==> src/rtl/caltrim_pkg.sv <==
package caltrim_pkg;

  // Kind of the second currently being counted.
  typedef enum logic [1:0] {
    SEC_PLAIN = 2'd0,
    SEC_SHORT = 2'd1,
    SEC_LONG  = 2'd2
  } sec_kind_e;

endpackage

==> src/rtl/caltrim_rst_sync.sv <==
module caltrim_rst_sync (
  input  logic clk,
  input  logic rst_n,
  output logic rst_n_s
);

  logic meta_q;
  logic hold_q;

  always_ff @(posedge clk or negedge rst_n) begin
    if (!rst_n) begin
      meta_q <= 1'b0;
      hold_q <= 1'b0;
    end else begin
      meta_q <= 1'b1;
      hold_q <= meta_q;
    end
  end

  assign rst_n_s = hold_q;

endmodule

==> src/rtl/caltrim_taps.sv <==
module caltrim_taps #(
  parameter int DIV_W = 15
) (
  input  logic             clk,
  input  logic             rst_n,
  input  logic             run,
  input  logic             clr,
  output logic [DIV_W-1:0] taps
);

  logic [DIV_W-1:0] tap_q;
  logic [DIV_W-1:0] tap_d;

  always_comb begin
    tap_d = tap_q;
    if (clr)      tap_d = '0;
    else if (run) tap_d = tap_q + 1'b1;
  end

  always_ff @(posedge clk or negedge rst_n) begin
    if (!rst_n) tap_q <= '0;
    else        tap_q <= tap_d;
  end

  assign taps = tap_q;

  // a clear strobe empties the tap counter on the next edge
  a_r8_taps_clear: assert property (@(posedge clk) disable iff (!rst_n)
    clr |=> (tap_q == '0));

  // without an accepted enable the taps hold
  a_r9_taps_hold: assert property (@(posedge clk) disable iff (!rst_n)
    (!clr && !run) |=> $stable(tap_q));

endmodule

==> src/rtl/caltrim_second.sv <==
module caltrim_second
  import caltrim_pkg::*;
#(
  parameter int DIV_W   = 15,
  parameter int STAGE_W = 8
) (
  input  logic clk,
  input  logic rst_n,
  input  logic step,
  input  logic clr,
  input  logic alter,
  input  logic sign,
  output logic fire,
  output logic sec_tick
);

  localparam int CNT_W     = DIV_W + 1;
  localparam int BASE_LEN  = 1 << DIV_W;
  localparam int SHORT_LEN = BASE_LEN - (1 << STAGE_W);
  localparam int LONG_LEN  = BASE_LEN + (1 << (STAGE_W - 1));
  localparam logic [CNT_W-1:0] TERM_PLAIN = CNT_W'(BASE_LEN - 1);
  localparam logic [CNT_W-1:0] TERM_SHORT = CNT_W'(SHORT_LEN - 1);
  localparam logic [CNT_W-1:0] TERM_LONG  = CNT_W'(LONG_LEN - 1);

  logic [CNT_W-1:0] cnt_q;
  logic [CNT_W-1:0] cnt_d;
  logic             tick_q;
  sec_kind_e        kind;
  logic [CNT_W-1:0] term;

  always_comb begin
    if (!alter)    kind = SEC_PLAIN;
    else if (sign) kind = SEC_SHORT;
    else           kind = SEC_LONG;
  end

  always_comb begin
    case (kind)
      SEC_SHORT: term = TERM_SHORT;
      SEC_LONG:  term = TERM_LONG;
      default:   term = TERM_PLAIN;
    endcase
  end

  assign fire = step && !clr && (cnt_q >= term);

  always_comb begin
    cnt_d = cnt_q;
    if (clr)       cnt_d = '0;
    else if (fire) cnt_d = '0;
    else if (step) cnt_d = cnt_q + 1'b1;
  end

  always_ff @(posedge clk or negedge rst_n) begin
    if (!rst_n) begin
      cnt_q  <= '0;
      tick_q <= 1'b0;
    end else begin
      cnt_q  <= cnt_d;
      tick_q <= fire;
    end
  end

  assign sec_tick = tick_q;

  // the tick is a single-clock pulse
  a_r3_tick_single: assert property (@(posedge clk) disable iff (!rst_n)
    sec_tick |=> !sec_tick);

  // the count never passes the longest allowed second
  a_r5_count_bound: assert property (@(posedge clk) disable iff (!rst_n)
    cnt_q < CNT_W'(LONG_LEN));

  // a shortened second ends at its reduced length
  a_r4_short_end: assert property (@(posedge clk) disable iff (!rst_n)
    (step && !clr && alter && sign && cnt_q == TERM_SHORT) |=> sec_tick);

  // after a clear no tick follows on the next edge
  a_r8_clear_no_tick: assert property (@(posedge clk) disable iff (!rst_n)
    clr |=> ##1 !sec_tick);

endmodule

==> src/rtl/caltrim_cycle.sv <==
module caltrim_cycle #(
  parameter int SEC_PER_MIN = 60,
  parameter int CYC_W       = 6,
  parameter int MAG_W       = 5
) (
  input  logic             clk,
  input  logic             rst_n,
  input  logic             adv,
  input  logic [MAG_W-1:0] mag,
  output logic             alter,
  output logic [CYC_W-1:0] min_idx
);

  localparam int SEC_W = (SEC_PER_MIN > 1) ? $clog2(SEC_PER_MIN) : 1;
  localparam int CMP_W = (CYC_W > MAG_W + 1) ? CYC_W : MAG_W + 1;
  localparam logic [SEC_W-1:0] SEC_LAST = SEC_W'(SEC_PER_MIN - 1);

  logic [SEC_W-1:0] sec_q;
  logic [SEC_W-1:0] sec_d;
  logic [CYC_W-1:0] min_q;
  logic [CYC_W-1:0] min_d;
  logic [CMP_W-1:0] window;
  logic             min_end;

  assign window  = CMP_W'({mag, 1'b0});
  assign min_end = (sec_q == SEC_LAST);
  assign alter   = (sec_q == '0) && (CMP_W'(min_q) < window);

  always_comb begin
    sec_d = sec_q;
    min_d = min_q;
    if (adv) begin
      if (min_end) begin
        sec_d = '0;
        min_d = min_q + 1'b1;
      end else begin
        sec_d = sec_q + 1'b1;
      end
    end
  end

  always_ff @(posedge clk or negedge rst_n) begin
    if (!rst_n) begin
      sec_q <= '0;
      min_q <= '0;
    end else begin
      sec_q <= sec_d;
      min_q <= min_d;
    end
  end

  assign min_idx = min_q;

  // the minute index moves only with a completed second
  a_r7_min_hold: assert property (@(posedge clk) disable iff (!rst_n)
    !adv |=> $stable(min_q));

  // the cycle wraps from its last minute to zero
  a_r7_cycle_wrap: assert property (@(posedge clk) disable iff (!rst_n)
    (adv && min_end && min_q == {CYC_W{1'b1}}) |=> (min_q == '0));

  // the final minute of the cycle is never trimmed
  a_r6_last_min_plain: assert property (@(posedge clk) disable iff (!rst_n)
    alter |-> (min_q != {CYC_W{1'b1}}));

endmodule

==> src/rtl/caltrim_divider.sv <==
module caltrim_divider #(
  parameter int DIV_W       = 15,
  parameter int STAGE_W     = 8,
  parameter int SEC_PER_MIN = 60,
  parameter int CYC_W       = 6,
  parameter int MAG_W       = 5
) (
  input  logic             clk,
  input  logic             rst_n,
  input  logic             osc_en,
  input  logic             div_clr,
  input  logic             stop,
  input  logic             cal_sign,
  input  logic [MAG_W-1:0] cal_mag,
  output logic             sec_tick,
  output logic [DIV_W-1:0] taps,
  output logic [CYC_W-1:0] min_idx
);

  logic rst_n_s;
  logic step;
  logic alter;
  logic fire;

  assign step = osc_en && !stop;

  caltrim_rst_sync u_rst (
    .clk     (clk),
    .rst_n   (rst_n),
    .rst_n_s (rst_n_s)
  );

  caltrim_taps #(.DIV_W(DIV_W)) u_taps (
    .clk   (clk),
    .rst_n (rst_n_s),
    .run   (step),
    .clr   (div_clr),
    .taps  (taps)
  );

  caltrim_second #(.DIV_W(DIV_W), .STAGE_W(STAGE_W)) u_sec (
    .clk      (clk),
    .rst_n    (rst_n_s),
    .step     (step),
    .clr      (div_clr),
    .alter    (alter),
    .sign     (cal_sign),
    .fire     (fire),
    .sec_tick (sec_tick)
  );

  caltrim_cycle #(.SEC_PER_MIN(SEC_PER_MIN), .CYC_W(CYC_W), .MAG_W(MAG_W)) u_cyc (
    .clk     (clk),
    .rst_n   (rst_n_s),
    .adv     (fire),
    .mag     (cal_mag),
    .alter   (alter),
    .min_idx (min_idx)
  );

  // while stopped, the minute index and tick stay quiet
  a_r9_stop_quiet: assert property (@(posedge clk) disable iff (!rst_n_s)
    (stop && !div_clr) |=> (!sec_tick && $stable(min_idx)));

endmodule

==> config.mk <==
export PLATFORM = sky130hd
export DESIGN_NAME = caltrim_divider
export DESIGN_NICKNAME = d
export VERILOG_FILES = /design/src/rtl/caltrim_pkg.sv /design/src/rtl/caltrim_rst_sync.sv /design/src/rtl/caltrim_taps.sv /design/src/rtl/caltrim_second.sv /design/src/rtl/caltrim_cycle.sv /design/src/rtl/caltrim_divider.sv
export SDC_FILE = /design/constraint.sdc
export NUM_CORES = 1
export LEC_CHECK = 0
export ABC_AREA = 1
export BUFFER_PORTS_ARGS = -buffer_cell sky130_fd_sc_hd__buf_2
export CAP_MARGIN = 20
export CORE_UTILIZATION = 59
export CTS_CLUSTER_DIAMETER = 120
export DETAILED_ROUTE_END_ITERATION = 16
export GPL_TIMING_DRIVEN = 1
export PLACE_DENSITY = 0.91
export SYNTH_ARGS = -nofsm -noshare
export SYNTH_HDL_FRONTEND = slang
export SYNTH_SLANG_ARGS = --single-unit
export TNS_END_PERCENT = 20
==> constraint.sdc <==
create_clock -name clk -period 1.5 [get_ports clk]
set_input_delay 0.15 -clock clk [delete_from_list [all_inputs] [get_ports clk]]
set_output_delay 0.15 -clock clk [all_outputs]
set_load 0.03 [all_outputs]
# Yosys cells after proc, flatten, opt, wreduce, memory -nomap -nowiden
# Index checks and enable logic that the tools add are counted.
[classes]
add_sub_neg = 4
n_mul = 0
div_mod_pow = 0
n_lt_le_gt_ge = 2
eq_ne = 3
n_shift = 0
muxes = 9
bitwise = 0
n_reduce_logical = 10
[ops]
columns = ["op", "n"]
rows = [
  ["$mux 16", 3],
  ["$pmux 16 s2", 1],
  ["$mux 15", 2],
  ["$add 16x1->16 const B", 1],
  ["$ge 16x16->1", 1],
  ["$add 15x1->15 const B", 1],
  ["$add 6x1->6 const B", 2],
  ["$eq 6x6->1 const B", 1],
  ["$logic_not 6->1", 1],
  ["$lt 6x6->1", 1],
  ["$mux 6", 1],
  ["$logic_and 1x1->1", 4],
  ["$mux 2", 2],
  ["$reduce_bool 3->1", 1],
  ["$eq 2x1->1 const B", 1],
  ["$eq 2x2->1 const B", 1],
  ["$logic_not 1->1", 2],
  ["$reduce_and 2->1", 1],
  ["$reduce_bool 2->1", 1],
]
[totals]
register_bits = 46
latchBits = 0
ram_bits = 0
mem_bits_ro = 0
inputBits = 11
memories = 0

# Depth between registers and ports, before layout
# Gate-level depths: netlist of the first run.
[logic_depth]
ltp_word = 9
depth_mapped = 18
depth_no_buf = 18

# Modules after synthesis
# From an unflattened synthesis of the first run, not the netlist that was laid out.
[hier_totals]
hier_cells = 404
area_unflattened_um2 = 3056.7
[modules_own_cells]
columns = ["mod", "instances", "cells_per_inst", "area_each_um2", "seq_area_each_um2"]
rows = [
  ["caltrim_second", 1, 182, 1311.3, 425.4],
  ["caltrim_taps", 1, 114, 882.1, 375.4],
  ["caltrim_cycle", 1, 103, 799.5, 300.3],
  ["caltrim_rst_sync", 1, 3, 53.8, 50.0],
  ["caltrim_divider", 1, 2, 10.0, 0.0],
]

# Worst setup path before layout of the first run
# Ideal clock, no wire load.
[synth_timing]
path_type = "register to register"
start = "register u_cyc.min_q[3], in the netlist u_cyc.min_idx[3]"
end = "register u_sec.cnt_q[5]"
setup_ns = 0.074
arrival_time_ns = 2.764
required_time_ns = 1.426
setup_slack_ns = -1.338
stages_incl_launch_ff = 15
path_buffers = 1
synth_period_minus_slack_ns = 2.838
path_cell_list = "dfrtp_1 > ha_1 > a21oi_1 > o21a_1 > nand3_1 > nor2_1 > inv_1 > ha_1 > a21o_1 > nor2_2 > nand2_1 > nor2_4 > nand2_2 > buf_6 > o21ai_2"
[synth_between]
elab_chain_cells = 9
word_cells_on_any_way = 11
cone_classes = "order compare (2); eq/ne (2); mux (4); reduce/logical (3)"
[synth_rtl]
columns = ["item", "line_no", "source"]
rows = [
  ["start, declared", "caltrim_cycle.sv:20", "logic [CYC_W-1:0] min_q;"],
  ["start signal, assigned", "caltrim_cycle.sv:48", "min_q <= min_d;"],
  ["$lt 6x6->1 *", "caltrim_cycle.sv:27", "assign alter = (sec_q == '0) && (CMP_W'(min_q) < window);"],
  ["$logic_and 1x1->1 *", "caltrim_cycle.sv:27", ""],
  ["$mux 2 *", "caltrim_second.sv:32", "if (!alter) kind = SEC_PLAIN;"],
  ["$eq 2x2->1 / $eq 2x1->1 (equally long branches)", "caltrim_second.sv:38", "case (kind)"],
  ["$pmux 16 s2 *", "caltrim_second.sv:38", ""],
  ["$ge 16x16->1 *", "caltrim_second.sv:45", "assign fire = step && !clr && (cnt_q >= term);"],
  ["$logic_and 1x1->1 *", "caltrim_second.sv:45", ""],
  ["$mux 16", "caltrim_second.sv:50", "else if (fire) cnt_d = '0;"],
  ["$mux 16", "caltrim_second.sv:49", "if (clr) cnt_d = '0;"],
  ["end signal, assigned", "caltrim_second.sv:59", "cnt_q <= cnt_d;"],
  ["end, declared", "caltrim_second.sv:25", "logic [CNT_W-1:0] cnt_q;"],
]
# Every way passes the cells marked *; elsewhere a longest branch is shown, timed or not.
# A chain may end at the register's enable or synchronous reset.

# Worst setup path in the final report of the first run
[layout_timing]
start = "register u_cyc.sec_q[0]"
end = "register u_cyc.min_q[0], in the netlist u_cyc.min_idx[0]"
[layout_between]
elab_chain_cells = 8
word_cells_on_any_way = 10
cone_classes = "order compare (1); eq/ne (3); mux (2); reduce/logical (4)"
[layout_rtl]
columns = ["item", "line_no", "source"]
rows = [
  ["start, declared", "caltrim_cycle.sv:18", "logic [SEC_W-1:0] sec_q;"],
  ["start signal, assigned", "caltrim_cycle.sv:44", "sec_q <= '0;"],
  ["start signal, assigned", "caltrim_cycle.sv:47", "sec_q <= sec_d;"],
  ["$logic_not 6->1", "caltrim_cycle.sv:27", ""],
  ["$logic_and 1x1->1", "caltrim_cycle.sv:27", ""],
  ["$mux 2", "caltrim_second.sv:32", ""],
  ["$eq 2x2->1 / $eq 2x1->1 (equally long branches)", "caltrim_second.sv:38", ""],
  ["$pmux 16 s2", "caltrim_second.sv:38", ""],
  ["$ge 16x16->1", "caltrim_second.sv:45", ""],
  ["$logic_and 1x1->1", "caltrim_second.sv:45", ""],
  ["$reduce_and 2->1 (no source line) *", "n/a", ""],
]
# Marked as above.

==> flow_metrics.tcl, run 1 <==
set metrics [dict create \
    yosysTopAreaCell "dfrtp_1" \
    violations "negative setup slack" \
    irDropWorstVdd_v 0.000508 \
    worst-path-max-fanout 6 \
    synth_top_area_share_pct 38.5 \
    die_area_um2 5350 \
    grt_max_degree 45 \
    r2r_start "u_cyc.sec_q[0]" \
    numCtsBuffers 5 \
    fin_crit_ps 3000 \
    htree_levels 2 \
    drtAntennaViolNets 0 \
    ys.flop_type "dfrtp_1" \
    max-slew-margin-rel_pct 63.1 \
    yosysUniqueCellTypes 29 \
    die_x_um 73.2 \
    outcome "finished, violations left" \
    tightest_slew_ps 552 \
    cts_buffer_depth 2 \
    dp_cells 529 \
    layout_worst_path_cycle_share_pct 200 \
    antenna_found_initial 1 \
    cp_common_cell "nand2_2" \
    syn_nets 423 \
    grt_pass1_vias 3127 \
    io_pins 33 \
    crit_slowest_cell "dfrtp_1" \
    final_layout_size_suffix_gt1_share_pct 34.7 \
    place.gp.congestion 0.869 \
    end_kind "flip-flop" \
    path_clk_slew_ps 90 \
    fin_cells 549 \
    critPathKind "reg -> reg" \
    required_ps 1710 \
    p_leak_uw 0.00202 \
    grt_first_pass_wirelength_um 15100 \
    rsz0062_at_grt "true" \
    fill_cells 246 \
    synth_most_common_cell "nand2_1" \
    port-buffer-count 32 \
    insertion_delay_ps 320 \
    slew_viol_final 0 \
    max_freq_mhz 334 \
    synth_common_cells "110 x nand2_1, 51 x inv_1, 46 x dfrtp_1" \
    first_pass_iters 9 \
    critPathMaxStageDelay_ps 410 \
    async_reset_ff_share_pct 100 \
    setup_ws_ps -1500 \
    ys_ff_latch 46 \
    hpwlAfterDp_um 5290 \
    core_um2 4790 \
    clock_sinks 46 \
    track_usage_pct 37.6 \
    initial_core_util_pct 62.4 \
    min_to "u_taps.taps[5]" \
    wire_per_inst_um 21.2 \
    cp-start-kind "flip-flop" \
    rr_worst_depth 18 \
    path_cells "inv_1 > ha_1 > nand2_1 > nor3_2 > nand3_2 > nor2_4 > inv_2 > ha_4 > nand2_4 > nor2_4 > nand2_2 > inv_2 > nand2_2 > buf_6 > nand3_4 > nand3_4 > nand2_2 > nand2_1" \
    ff2ff_setup_slack_ps -1500 \
    clock_skew_ps 12.5 \
    die_h_um 73.2 \
    netlist_area_um2 2990 \
    p_per_area_nw_per_um2 606 \
    hold_path_depth 2 \
    cts_root_buf "clkbuf_8" \
    syn_area_per_cell_um2 7.58 \
    hold_start "div_clr" \
    rows 25 \
    hold_viol 0 \
    area_delta_synth_final_pct 35.2 \
    place_area_um2 3610 \
    syn-instance-count 394 \
    grt-ovfl-total 0 \
    synth_edf_count 0 \
    drcViolationCount 0 \
    wirelength_um 11600 \
    place_ws_ps -1250 \
    final_area_um2 4040 \
    whs_ps 81.9 \
    synth_area_leaders "dfrtp_1 39%, nand2_1 14%, ha_1 7.5%" \
    vias 3579 \
    cts_tree "done" \
    vias_per_cell 6.52 \
    crit_arrival_ps 3210 \
    ys_seq_area_share_pct 38.5 \
    drtIter0Drc 527 \
    maxCapViolCount 0 \
    finalSetupViolCount 32 \
    num-nets-final 509 \
    worst_hold_path_type "in -> reg" \
    rr_endpoint "u_cyc.min_idx[0]" \
    ys_warn_count 0 \
]
worst max path at each step:
stage | startpoint | to | cells past startpoint
finish | u_cyc.sec_q[0] | u_cyc.min_idx[0] | 18
global route | u_cyc.sec_q[0] | u_sec.cnt_q[12] | 18
CTS | u_cyc.min_idx[4] | u_cyc.min_idx[0] | 18
detailed placement | u_cyc.min_idx[5] | u_cyc.min_idx[0] | 16
global placement | u_cyc.min_idx[5] | u_sec.cnt_q[0] | 17
floorplan | u_cyc.min_idx[3] | u_sec.cnt_q[5] | 14
stage by stage:
step | TNS, ps | util (%) | power [uW]
global route | -41100 | 84.4 | 2520
global placement | -28840 | 75.3 | 1440
floorplan | -27390 | - | 1380
finish | -39470 | 84.4 | 2450
detailed placement | -34310 | 75.3 | 1450
CTS | -32020 | 81.6 | 2390
final cells by class:
cell class | count | area [um2] | share of cell area (%)
antenna | 1 | 2.50 | 0.0619
clock buffer | 5 | 68.8 | 1.70
clock inverter | 3 | 40.0 | 0.991
inverter | 51 | 191 | 4.74
multi-input combinational | 292 | 1880 | 46.5
sequential | 46 | 1160 | 28.6
tap | 67 | 83.8 | 2.07
timing repair buffer | 84 | 617 | 15.3
logic make-up (layout without fill, tap and decap cells):
kind of cell,Yosys count,after routing,share of synthesized area [%]
other,1,2,0.126
xor gates and xnor gates,13,13,3.81
DFF,46,46,38.5
and+or+nand+nor,211,212,32.0
buffers and inverters,57,143,7.70
AOI/OAI and AO/OA,48,48,10.3
adders and majority gates,18,18,7.54
where the power goes:
| part | total [uW] | internal, uW | switching (uW) |
|---|---|---|---|
| Clock | 943 | 491 | 452 |
| Sequential | 1250 | 1250 | 7.00 |
| Combinational | 250 | 95.4 | 155 |
sequential cells by signal, summed over array words and instances (netlist names):
| name | count |
|---|---|
| u_sec.sec_tick | 1 |
| u_taps.taps | 15 |
| u_cyc.min_idx | 6 |
| u_sec.cnt_q | 16 |
| u_rst.rst_n_s | 1 |
| u_rst.meta_q | 1 |
| u_cyc.sec_q | 6 |
worst max-delay path: cells and delay by family, from the launching register on:
family	cells	cell delay, ps
simple gates	12	1520
fa+ha+maj	2	540
flops	1	410
buf+inv	4	400
placed cells by master, fill, tap and decap left out, types with 2 or more instances in the layout:
cell	Yosys	final
buf_12	0	2
clkinv_2	0	2
nor3_4	1	2
clkbuf_8	0	5
buf_2	1	32
inv_2	0	3
nand2_1	110	96
buf_6	2	5
nand3_1	19	17
dfrtp_2	0	5
nor2_4	2	5
a21oi_1	11	8
inv_1	51	48
ha_1	18	9
a21oi_2	0	2
xor2_1	7	7
nor2_1	37	32
nor3_1	12	11
nand2_2	8	19
nand4_1	16	16
nand3_4	1	2
xnor2_1	6	6
ha_4	0	9
nand2_4	1	4
dfrtp_1	46	41
o21ai_2	15	16
buf_4	0	43
o21ai_0	17	15
nor2_2	2	4
repair_timing:
item,CTS,global route
gates resized for setup,24,26
pin swaps,13,26
hold endpoints to repair,2,0
cloned,2,0
endpoints found under the setup margin,31,33
hold buffers,1,0
buffers inserted,6,2
layer usage:
metal  part of all wire [%]  up-vias  GRT usage (%)
met5                      0        -              0
li1                       -     1437              -
met1                     32     1632           44.4
met3                     14      138           8.15
met4                    9.8        0           20.7
met2                     44      372           63.4
Note: power is estimated with default switching activity, not from simulation.
==> run 2: changes to the inputs <==
HOLD_SLACK_MARGIN = 0.1   (was not set)
==> run 2 against run 1 <==
  * The flow still finishes with violations (negative setup slack)
  * Die area did not move
  * Clock skew decreased by 0.68 ps
  * Critical path depth is the same
  * Total power is 0.33% lower
  * Core utilization up 0.052 points
  * Largest cell class unchanged
  * Highest routed layer unchanged
==> flow_metrics.tcl, run 2 (synthesized netlist as in run 1, its figures left out) <==
set metrics [dict create \
    switching_power_uw 606 \
    p_per_area_nw_per_um2 603 \
    io_pins 33 \
    rsz0062_at_grt "true" \
    drcViolationCount 0 \
    multi_input_area_um2 1870 \
    num-nets-final 510 \
    maxCapViolCount 0 \
    port-buffer-count 32 \
    die_h_um 73.2 \
    vias_per_cell 6.30 \
    cts_tree "done" \
    track_usage_pct 37.7 \
    grt_max_degree 45 \
    p_int_uw 1830 \
    p_leak_uw 0.00203 \
    hpwlAfterDp_um 5290 \
    irDropWorstVdd_v 0.000524 \
    route.met3.wl_um 1200 \
    largest_reg_flops 16 \
    layout_worst_path_cycle_share_pct 198 \
    r2r_start "u_cyc.min_idx[3]" \
    wirelength_um 10900 \
    rr_worst_depth 18 \
    insertion_delay_ps 310 \
    max_freq_mhz 336 \
    fill_cells 237 \
    tightest_slew_ps 521 \
    drtAntennaViolNets 0 \
    met1_length_um 3910 \
    antenna_found_initial 0 \
    path_clk_slew_ps 90 \
    met2_length_um 4980 \
    core_um2 4790 \
    violations "negative setup slack" \
    crit_start "u_cyc.min_idx[3]" \
    initial_core_util_pct 62.4 \
    p_clk_share_pct 38.3 \
    worst-path-max-fanout 6 \
    finalSetupViolCount 29 \
    final_layout_size_suffix_gt1_share_pct 34.2 \
    hold_viol 0 \
    final_area_um2 4040 \
    regMostFlops "u_sec.cnt_q" \
    total_power_uw 2440 \
    htree_levels 2 \
    p_sw_share_pct 24.8 \
    outcome "finished, violations left" \
    place_area_um2 3610 \
    clock_sinks 46 \
    place.gp.congestion 0.869 \
    die_area_um2 5350 \
    fin_crit_ps 2970 \
    setup_ws_ps -1470 \
    grt_pass1_vias 3148 \
    utilization_pct 84.5 \
    critPathKind "reg -> reg" \
    place_ws_ps -1250 \
    highest_layer "met4" \
    critical_path.endpoint "u_cyc.min_idx[2]" \
    first_pass_iters 10 \
    p_comb_share_pct 10.3 \
    crit_arrival_ps 3160 \
    required_ps 1690 \
    clock_skew_ps 11.9 \
    cts_root_buf "clkbuf_8" \
    slew_viol_final 0 \
    final_common_cell "nand2_1" \
    rows 25 \
    cts_buffer_depth 2 \
    area_delta_synth_final_pct 35.3 \
    numCtsBuffers 5 \
    drtIter0Drc 572 \
    dp_cells 529 \
    register_area_um2 1160 \
    grt-ovfl-total 0 \
    cp-start-kind "flip-flop" \
    seqPwrFrac_pct 51.4 \
    worst_hold_path_type "in -> async" \
    mostFrequentLayoutCells "98 x nand2_1, 48 x inv_1, 43 x buf_4" \
    ff2ff_setup_slack_ps -1470 \
    rr_endpoint "u_cyc.min_idx[2]" \
    grt_first_pass_wirelength_um 15100 \
    diodes 0 \
    vias 3459 \
    end_kind "flip-flop" \
    max-slew-margin-rel_pct 65.2 \
    wire_per_inst_um 19.9 \
    fin_cells 549 \
    die_x_um 73.2 \
]
[run 2: changes by cell type in the layout (fill, tap and decap cells not counted)]
| cell | previous run | this run |
|---|---|---|
| dlygate4sd3_1 | 1 | 2 |
| nand2_1 | 96 | 98 |
| nand2_2 | 19 | 17 |
| diode_2 | 1 | 0 |
[run 2: repair_timing]
item                                    CTS  global route
hold endpoints to repair                  3             0
gates cloned                              2             0
gates resized for setup                  24            24
pin swaps                                13            23
hold buffers                              2             0
buffers inserted                          6             2
endpoints found under the setup margin   31            33
[run 2: cell type report]
cell class                 instances  share of cell area (%)
clock buffer                       5                    1.70
multi-input combinational        292                    46.4
sequential                        46                    28.6
inverter                          51                    4.74
clock inverter                     3                   0.990
tap                               67                    2.07
timing repair buffer              85                    15.5
[run 2: stage by stage]
stage / hold slack (ps) / TNS, ps
final: 145 / -39640
after global routing: 145 / -40490
after detailed placement: -62.7 / -34310
after global placement: -65.7 / -28840
after CTS: 146 / -32020
after floorplan: -146 / -27390
[run 2: how the worst min path moves through the flow]
stage / start / to / slack, ps / cells after the start
3_5_place_dp: rst_n / u_rst.meta_q / -60 / 1
5_1_grt: rst_n / u_rst.rst_n_s / 140 / 2
2_1_floorplan: rst_n / u_rst.meta_q / -150 / 0
6_report: rst_n / u_rst.rst_n_s / 140 / 2
4_1_cts: rst_n / u_rst.rst_n_s / 150 / 2
3_3_place_gp: rst_n / u_rst.meta_q / -70 / 1
[run 2: power by group through the flow]
| stage | logic (uW) | registers (uW) | clock network, uW |
|---|---|---|---|
| after global routing | 262 | 1260 | 1000 |
| final | 251 | 1260 | 934 |
| after floorplan | 77.6 | 1300 | 0 |
| after detailed placement | 170 | 1280 | 0 |
| after global placement | 163 | 1280 | 0 |
| after CTS | 203 | 1250 | 931 |
[run 2: routing by layer]
metal,vias up,GRT usage [%]
li1,1445,-
met1,1578,44.2
met2,333,63.8
met3,103,8.29
met4,0,21.1
met5,-,0
[run 2: worst max-delay path, cell delays in order (launching register included)]
cell and delay, ps:
dfrtp_2 440, ha_4 280, nand4_1 160, o21bai_4 240, nand3_2 110, nor2_4 60, buf_6 130, buf_4 140
ha_4 260, nand2_2 60, nor2_4 130, nand2_2 80, inv_2 60, nand2_2 70, buf_6 120, nand3_4 130
nand3_4 150, nand2_1 150, nand2_1 80
==> run 3: changes to the inputs <==
ABC_AREA = not set   (was 1)
CORE_UTILIZATION = 58   (was 59)
PLACE_DENSITY = 0.9   (was 0.91)
==> run 3 against run 2 <==
  * The flow still finishes with violations (negative setup slack)
  * Die area shrank 4.6%
  * Worst setup slack worse by 320 ps
  * Routed wire length decreased by 18%
  * Largest cell class unchanged
==> flow_metrics.tcl, run 3 <==
set metrics [dict create \
    ys_ff_latch 46 \
    die_area_um2 5110 \
    syn_nets 326 \
    outcome "finished, violations left" \
    worst-path-max-fanout 7 \
    synth_area_leaders "dfrtp_1 41%, ha_1 8.0%, nand2_1 3.8%" \
    synth_top_family_by_area "simple AND/OR/NAND/NOR gates" \
    yosysTopAreaCell "dfrtp_1" \
    p_per_area_nw_per_um2 628 \
    final_common_cell "buf_4" \
    max-slew-margin-rel_pct 65.2 \
    place.gp.congestion 0.850 \
    synth-compound-area-share_pct 15.1 \
    syn-instance-count 297 \
    rows 24 \
    numCtsBuffers 5 \
    path_clk_slew_ps 100 \
    area_delta_synth_final_pct 36.3 \
    slew_viol_final 0 \
    ys_seq_area_share_pct 41.1 \
    maxCapViolCount 0 \
    layout_worst_path_cycle_share_pct 219 \
    grt-ovfl-total 0 \
    netlist_area_um2 2800 \
    drtAntennaViolNets 0 \
    violations "negative setup slack" \
    initial_core_util_pct 62.1 \
    die_x_um 71.5 \
    final_layout_size_suffix_gt1_share_pct 35.8 \
    clock_sinks 46 \
    fin_crit_ps 3290 \
    diodes 0 \
    place_ws_ps -1890 \
    finalSetupViolCount 29 \
    port-buffer-count 32 \
    hold_viol 0 \
    io_pins 33 \
    regMostFlops "u_sec.cnt_q" \
    wire_per_inst_um 19.9 \
    synth_most_common_cell "dfrtp_1" \
    vias 2965 \
    tightest_slew_ps 521 \
    setup_ws_ps -1790 \
    die_h_um 71.5 \
    yosys.area_share.simple_pct 21.3 \
    end_kind "flip-flop" \
    largest_reg_flops 16 \
    vias_per_cell 6.60 \
    cts_root_buf "clkbuf_8" \
    synth.area.mux_share_pct 4.11 \
    worst_hold_path_type "reg -> async" \
    drcViolationCount 0 \
    hpwlAfterDp_um 4990 \
    clock_skew_ps 16.7 \
    first_pass_iters 6 \
    total_power_uw 2400 \
    grt_first_pass_wirelength_um 13400 \
    core_um2 4500 \
    htree_levels 2 \
    synth_edf_count 0 \
    rsz0062_at_grt "true" \
    critPathKind "reg -> reg" \
    grt_max_degree 34 \
    antenna_found_initial 0 \
    max_freq_mhz 304 \
    required_ps 1750 \
    synth_common_cells "46 x dfrtp_1, 28 x nand2_1, 20 x nor2_1" \
    cp-start-kind "flip-flop" \
    wirelength_um 8950 \
    ys_warn_count 0 \
    cts_buffer_depth 2 \
    drtIter0Drc 245 \
    irDropWorstVdd_v 0.000640 \
    cts_tree "done" \
    num-nets-final 425 \
    async_reset_ff_share_pct 100 \
    synth_adder_area_share_pct 8.05 \
    track_usage_pct 34.3 \
    grt_pass1_vias 2880 \
    crit_arrival_ps 3540 \
    p_leak_uw 0.00187 \
    ys.flop_type "dfrtp_1" \
    mostFrequentLayoutCells "65 x buf_4, 44 x dfrtp_1, 32 x buf_2" \
    synth_top_area_share_pct 41.1 \
    insertion_delay_ps 320 \
    syn_area_per_cell_um2 9.42 \
    yosysUniqueCellTypes 46 \
    synthXorXnorAreaFrac_pct 5.01 \
]
==> run 3: changes by cell type after synthesis, moves of 6 or more <==
| cell | delta |
|---|---|
| nor2_1 | -17 |
| inv_1 | -33 |
| nand2_2 | -8 |
| or3_1 | +6 |
| o21ai_0 | -10 |
| a31oi_1 | +12 |
| nand2_1 | -82 |
| o21ai_2 | -15 |
| mux2i_1 | +7 |
==> run 3: path summary, 6_finish.rpt <==
path                                        from         endpoint  slack, ps  depth (start not counted)
worst max-delay path            u_cyc.min_idx[5]   u_cyc.sec_q[4]      -1790                         11
worst min-delay path               u_rst.rst_n_s   u_sec.sec_tick        140                          0
worst max register to register  u_cyc.min_idx[5]   u_cyc.sec_q[4]      -1790                         11
worst min register to register     u_rst.rst_n_s   u_sec.sec_tick        140                          0
max in group asynchronous          u_rst.rst_n_s  u_sec.cnt_q[12]        880                          1
min in group clk                         div_clr   u_sec.cnt_q[1]        150                          3
==> run 3: worst max-delay path, stage by stage (launching register included) <==
cell	delay, ps
dfrtp_1	400
ha_1	230
nor4_1	360
buf_4	210
o2111a_2	330
ha_1	180
nand4_1	180
buf_4	200
nor3_4	290
nand2_4	150
a2111oi_1	530
a21o_1	140
==> run 3: final cells by class <==
cell class	count	area [um2]
tap	52	65.1
inverter	18	67.6
fill	219	691
clock inverter	1	30.0
sequential	46	1150
clock buffer	7	76.3
timing repair buffer	103	749
multi-input combinational	222	1670
==> run 3: layer usage <==
metal	routed length, um	up-vias	track usage (%)
met5	0	-	0
met4	456	0	17.9
met3	692	67	7.45
met2	4440	202	60.7
met1	3360	1412	39.0
li1	-	1284	-
==> run 3: logic make-up (layout without fill, tap and decap cells) <==
group | Yosys count | after routing
mux | 11 | 11
compound gates | 58 | 58
other cells | 1 | 1
flops | 46 | 46
buf+inv | 30 | 129
simple gates | 117 | 118
fa+ha+maj | 18 | 18
xor+xnor | 16 | 16
==> run 3: repair_timing <==
item	in CTS	in global routing
gates resized for setup	26	11
endpoints found under the setup margin	29	32
endpoints found under the hold margin	2	0
hold buffers	1	0
setup buffers	5	0
cloned	1	1
pin swaps	13	7
==> run 3: metrics by stage <==
stage	TNS [ps]	std cells	instance area [um2]	hold WS, ps	util [%]
floorplan	-45600	297	2830	-146	-
global placement	-44730	433	3470	-63.9	77.1
detailed placement	-47940	433	3470	-62.2	77.1
CTS	-45940	448	3740	147	83.1
global route	-52750	449	3810	153	84.7
finish	-49160	449	3810	139	84.7
==> run 3: power breakdown <==
part	total [uW]	internal [uW]	switching [uW]	leakage (uW)
sequential	1260	1250	14.2	0.000618
clock	961	500	461	0.0000524
combinational	173	69.3	103	0.00120
